==> config.mk <==
export PLATFORM = sky130hd
export DESIGN_NAME = pdint_ctrl
export DESIGN_NICKNAME = d
export VERILOG_FILES = /design/src/rtl/pdint_pkg.sv /design/src/rtl/pdint_sync.sv /design/src/rtl/pdint_evt_latch.sv /design/src/rtl/pdint_ctrl.sv
export SDC_FILE = /design/constraint.sdc
export NUM_CORES = 1
export LEC_CHECK = 0
export BUFFER_PORTS_ARGS = -buffer_cell sky130_fd_sc_hd__buf_2
export CAP_MARGIN = 25
export CELL_PAD_IN_SITES_DETAIL_PLACEMENT = 1
export CELL_PAD_IN_SITES_GLOBAL_PLACEMENT = 2
export CORE_MARGIN = 3
export CORE_UTILIZATION = 25
export CTS_BUF_LIST = sky130_fd_sc_hd__clkbuf_4 sky130_fd_sc_hd__clkbuf_8
export DETAILED_ROUTE_END_ITERATION = 16
export PLACE_DENSITY_LB_ADDON = 0.1
export SYNTH_ARGS = -nofsm -noshare
export SYNTH_HDL_FRONTEND = slang
export SYNTH_SLANG_ARGS = --single-unit
==> constraint.sdc <==
create_clock -name clk -period 1.6 [get_ports clk]
set_input_delay 0.24 -clock clk [delete_from_list [all_inputs] [get_ports clk]]
set_output_delay 0.24 -clock clk [all_outputs]
set_load 0.02 [all_outputs]
==> src/rtl/pdint_pkg.sv <==
package pdint_pkg;
  localparam int REG_W   = 16;
  localparam int ADDR_W  = 5;
  localparam int NUM_SRC = 2;

  localparam logic [ADDR_W-1:0] A_BASIC = 5'h00;
  localparam logic [ADDR_W-1:0] A_ICTRL = 5'h11;
  localparam logic [ADDR_W-1:0] A_ISTAT = 5'h12;

  localparam int PD_BIT  = 11;
  localparam int OE_BIT  = 0;
  localparam int IEN_BIT = 1;
  localparam int HALF_W  = REG_W / 2;

  // enable bit of each source in the low byte: 0 = link, 1 = energy detect
  localparam int SRC_EN_POS [NUM_SRC] = '{5, 6};

  function automatic int pend_pos(int src);
    return SRC_EN_POS[src] + HALF_W;
  endfunction

  function automatic logic irq_level(logic [HALF_W-1:0] flags,
                                     logic [HALF_W-1:0] mask,
                                     logic inten);
    return inten & (|(flags & mask));
  endfunction
endpackage

==> src/rtl/pdint_sync.sv <==
module pdint_sync #(
  parameter int   STAGES    = 2,
  parameter logic RESET_VAL = 1'b1
) (
  input  logic clk,
  input  logic rst_n,
  input  logic d_i,
  output logic q_o
);
  logic [STAGES-1:0] chain_q;

  always_ff @(posedge clk or negedge rst_n) begin
    if (!rst_n) chain_q <= {STAGES{RESET_VAL}};
    else        chain_q <= {chain_q[STAGES-2:0], d_i};
  end

  assign q_o = chain_q[STAGES-1];
endmodule

==> src/rtl/pdint_evt_latch.sv <==
module pdint_evt_latch (
  input  logic clk,
  input  logic rst_n,
  input  logic evt_i,
  input  logic en_i,
  input  logic clr_i,
  output logic pend_o
);
  logic arm;
  assign arm = evt_i & en_i;

  always_ff @(posedge clk or negedge rst_n) begin
    if (!rst_n) pend_o <= 1'b0;
    else        pend_o <= (pend_o & ~clr_i) | arm;
  end

  assert_set_needs_en_R6: assert property (@(posedge clk) disable iff (!rst_n)
    (!pend_o && !arm) |=> !pend_o);

  assert_keep_on_clash_R9: assert property (@(posedge clk) disable iff (!rst_n)
    arm |=> pend_o);
endmodule

==> src/rtl/pdint_ctrl.sv <==
module pdint_ctrl
  import pdint_pkg::*;
#(
  parameter int SYNC_STAGES = 2
) (
  input  logic              clk,
  input  logic              rst_n,
  input  logic              reg_wr_i,
  input  logic              reg_rd_i,
  input  logic [ADDR_W-1:0] reg_addr_i,
  input  logic [REG_W-1:0]  reg_wdata_i,
  output logic [REG_W-1:0]  reg_rdata_o,
  input  logic [NUM_SRC-1:0] evt_i,
  input  logic              pad_i,
  output logic              pad_pull_low_o,
  output logic              pwrdn_req_o
);
  logic              bmcr_pd;
  logic              ctrl_oe;
  logic              ctrl_ien;
  logic [HALF_W-1:0] src_mask;
  logic [NUM_SRC-1:0] pend_src;
  logic [HALF_W-1:0] flag_byte;
  logic              pad_sync;
  logic              pin_pd_req;
  logic              irq_active;

  // named decode events, used by the assertions as well
  logic wr_basic, wr_ictrl, wr_istat, rd_istat;
  assign wr_basic = reg_wr_i && (reg_addr_i == A_BASIC);
  assign wr_ictrl = reg_wr_i && (reg_addr_i == A_ICTRL);
  assign wr_istat = reg_wr_i && (reg_addr_i == A_ISTAT);
  assign rd_istat = reg_rd_i && (reg_addr_i == A_ISTAT);

  always_ff @(posedge clk or negedge rst_n) begin
    if (!rst_n) begin
      bmcr_pd  <= 1'b0;
      ctrl_oe  <= 1'b0;
      ctrl_ien <= 1'b0;
      src_mask <= '0;
    end else begin
      if (wr_basic) bmcr_pd <= reg_wdata_i[PD_BIT];
      if (wr_ictrl) begin
        ctrl_oe  <= reg_wdata_i[OE_BIT];
        ctrl_ien <= reg_wdata_i[IEN_BIT];
      end
      if (wr_istat) src_mask <= reg_wdata_i[HALF_W-1:0];
    end
  end

  // per-source pending flags
  for (genvar s = 0; s < NUM_SRC; s++) begin : g_src
    pdint_evt_latch u_latch (
      .clk    (clk),
      .rst_n  (rst_n),
      .evt_i  (evt_i[s]),
      .en_i   (src_mask[SRC_EN_POS[s]]),
      .clr_i  (rd_istat),
      .pend_o (pend_src[s])
    );
  end

  always_comb begin
    flag_byte = '0;
    for (int s = 0; s < NUM_SRC; s++)
      flag_byte[pend_pos(s) - HALF_W] = pend_src[s];
  end

  // pad input path
  pdint_sync #(.STAGES(SYNC_STAGES), .RESET_VAL(1'b1)) u_pad_sync (
    .clk   (clk),
    .rst_n (rst_n),
    .d_i   (pad_i),
    .q_o   (pad_sync)
  );

  assign pin_pd_req  = ~pad_sync & ~ctrl_oe;
  assign pwrdn_req_o = bmcr_pd | pin_pd_req;

  // interrupt output: gates only, no clock between flags and pad
  assign irq_active     = irq_level(flag_byte, src_mask, ctrl_ien);
  assign pad_pull_low_o = ctrl_oe & irq_active;

  always_comb begin
    reg_rdata_o = '0;
    case (reg_addr_i)
      A_BASIC: reg_rdata_o[PD_BIT] = bmcr_pd;
      A_ICTRL: begin
        reg_rdata_o[OE_BIT]  = ctrl_oe;
        reg_rdata_o[IEN_BIT] = ctrl_ien;
      end
      A_ISTAT: reg_rdata_o = {flag_byte, src_mask};
      default: reg_rdata_o = '0;
    endcase
  end

  assert_basic_write_R3: assert property (@(posedge clk) disable iff (!rst_n)
    wr_basic |=> (reg_addr_i != A_BASIC) || (reg_rdata_o[PD_BIT] == $past(reg_wdata_i[PD_BIT])));

  assert_oe_masks_pad_R4: assert property (@(posedge clk) disable iff (!rst_n)
    ctrl_oe |-> (pwrdn_req_o == bmcr_pd));

  assert_mask_write_R5: assert property (@(posedge clk) disable iff (!rst_n)
    wr_istat |=> src_mask == $past(reg_wdata_i[HALF_W-1:0]));

  assert_read_releases_R8: assert property (@(posedge clk) disable iff (!rst_n)
    (rd_istat && evt_i == '0) |=> !pad_pull_low_o);

  assert_no_drive_input_R2: assert property (@(posedge clk) disable iff (!rst_n)
    (!ctrl_oe && !wr_ictrl) |=> !pad_pull_low_o);
endmodule

==> impl_metrics.ini <==
[critical_path]
timing.reg2reg.worst_path_depth = 1
worst_setup_path_endpoint = reg_rdata_o[1]
critical_r2r_launch = ctrl_oe
crit_path_end_kind = output pin
critPathRequiredTime_ns = 1.36
arrival_time_at_the_worst_endpoint_ns = 1.40
timing.critical_path.from_type = input port
cp.buffers_inverters = 3
number_of_cells_on_the_critical_path = 6
worst-setup-path-type = input port to output pin
r2r_slack_ns = 0.80
worst_reg2reg_path_endpoint = ctrl_oe
crit_start = reg_addr_i[3]
worst_path_largest_cell_delay_ns = 0.42
timing.critical_path.cells = buf_6 > or3b_4 > nor3b_4 > buf_6 > a22o_1 > buf_6
worst_path_max_delay_cell = or3b_4
critPathMostFrequentCell = buf_6
cp_top_family = simple AND/OR/NAND/NOR gates
timing.critical_path.fanout_max = 5

[timing]
setup_viol_count_final = 10
final-max-slew-violation-count = 0
rsz0062_at_grt = yes
max_freq_mhz = 610
setup_slack_ns = -0.0384
final-hold-violation-count = 0
fin_worst_hold_slack_ns = 0.0374
period_minus_slack_ns = 1.64
skew_ns = 0.00584
post-route-period-util_pct = 102

[logic_synthesis]
synth_area_leader_cell = dfrtp_1
top_cells_by_area_synth = dfrtp_1 43%, mux2_2 16%, dfstp_2 7.0%
synth_cells = 61
yosys-top-cells-count = 13 x dfrtp_1, 11 x mux2_2, 8 x and2_1
syn-mean-instance-area_um2 = 12.4
yosys.cell_count.top_type = dfrtp_1
syn-cell-area_um2 = 756
ys_types = 20
yosysTopAreaCellShare_pct = 43.0
fraction_of_the_yosys_area_taken_by_sequential_cells_pct = 50.0
synth_flop_cell = dfrtp_1
count_of_yosys_warnings_during_synthesis = 0
synth_enable_flop_cells = 0
synth-seq-cells = 15
postSynth.asyncResetShare_pct = 100

[drt]
post_drt_via_cell_ratio = 4.49
dr.pass1.iters = 2
detail_route.wirelength_mm = 1.83
vias = 615
antenna_left = 0
drtIter0Drc = 6
detail_route.wl_per_cell_um = 13.4
drcViolationCount = 0

[cts]
tritoncts_clock_tree = yes
cts_buffer_depth = 2
clkSlewWorstSetupHoldPaths_ns = 0.10
h-tree-depth = 1
tritoncts.num_buffers = 3
clockRootBuffer = clkbuf_4
cts.sink_count = 15
clk_latency_ns = 0.29

[layout]
final_util_pct = 40.7
layout_cells_sized_above_1_pct = 65.1
num-fill-cells = 319
multi_input_comb_area_um2 = 368
finalNonFillerCells = 137
n_antenna_cell = 0
area_delta_synth_final_pct = 52.5
finish.net_count = 135
ff_latch_area_um2 = 378

[global_route]
grt_pass1_wl_mm = 2.95
antenna_violations_before_repair = 0
grt_overflow = 0
vias_in_the_first_global_route = 630
grt_max_degree = 16
gr-usage-all-layers_pct = 11.2

[floorplanning]
start_util_pct = 26.7
design.portCount = 46
die-height_um = 61.0
design.die.area_um2 = 3720
dieWidth_um = 61.0
core_region_area_um2 = 2830
rows = 19

[placement]
dp.cells = 130
finalWeightedCongestion = 0.675
port_buffers = 33

[run_status]
status = complete, but fails checks
failed_checks = negative setup slack

[power_and_ir_drop]
power.static_leakage_nw = 0.569
power-per-cell-area_nw_per_um2 = 800
power.total_w = 0.000922
max_vdd_drop_uv = 310

[worst_hold_path]
worst_hold_path_type = input port to flip-flop

[job]
maxCapViolations = 0
==> registers in the layout, summed over array words and instances, names as in the netlist <==
register              cells
ctrl_oe                   1
ctrl_ien                  1
bmcr_pd                   1
u_pad_sync.chain_q        2
g_src.u_latch.pend_o      2
src_mask                  8
==> through the flow <==
step / setup slack [ns] / instance area (um2) / setup TNS (ns)
global route: -0.107 / 1150 / -0.728
global placement: -0.0890 / 995 / -0.412
floorplan: 0.160 / 771 / 0
finish: -0.0384 / 1150 / -0.167
CTS: -0.0710 / 1130 / -0.434
detailed placement: -0.115 / 995 / -0.896
==> cell type report <==
cell class	instances	area share, %
flip-flops and latches	15	32.8
clock buffers	4	2.61
multi-input cells	44	31.9
repair buffers	43	29.3
well taps	31	3.37
==> metal layers <==
layer	vias to the layer above	track usage (%)	wire length, um
met5	-	0	0
met4	0	6.50	33
met3	4	2.77	105
met2	20	17.1	886
met1	295	14.4	803
li1	296	-	-
==> cell usage in the layout, fill, tap and decap left out, types with 2 or more instances in the layout <==
| cell type | synthesis | final |
|---|---|---|
| buf_2 | 0 | 21 |
| conb_1 | 1 | 5 |
| buf_6 | 0 | 14 |
| nand2_1 | 2 | 2 |
| nor2_1 | 2 | 2 |
| a22o_1 | 4 | 4 |
| mux2_2 | 11 | 11 |
| and2_4 | 0 | 6 |
| and2_1 | 8 | 2 |
| dfrtp_1 | 13 | 13 |
| dfstp_2 | 2 | 2 |
| clkbuf_4 | 0 | 4 |
| buf_4 | 6 | 6 |
==> worst min path at each step <==
stage,startpoint,end,slack (ns),cells past startpoint
after CTS,pad_i,u_pad_sync.chain_q[0],0.03,1
after detailed placement,rst_n,bmcr_pd,0.18,1
final,pad_i,u_pad_sync.chain_q[0],0.04,1
after global routing,pad_i,u_pad_sync.chain_q[0],0.02,1
after global placement,rst_n,bmcr_pd,0.18,1
after floorplan,rst_n,bmcr_pd,-0.06,0
==> power by group <==
part           switching [W]  total [W]  internal (W)
clock               0.000129   0.000243      0.000114
combinational      0.0000812   0.000190      0.000109
sequential         0.0000431   0.000489      0.000446
total               0.000253   0.000922      0.000669
==> timing repair <==
action	in CTS	in global routing
pin swaps	8	4
cloned	0	0
endpoints found under the hold margin	13	0
buffers inserted	1	1
endpoints found under the setup margin	10	10
hold buffers	1	0
resized for setup	29	2
==> cells by family after synthesis <==
logic type	share of synthesized area (%)
compound gates	6.62
mux	16.4
simple gates	20.5
other cells	0.496
buf+inv	5.96
flops	50.0
Power figures use the tool's default switching activity.
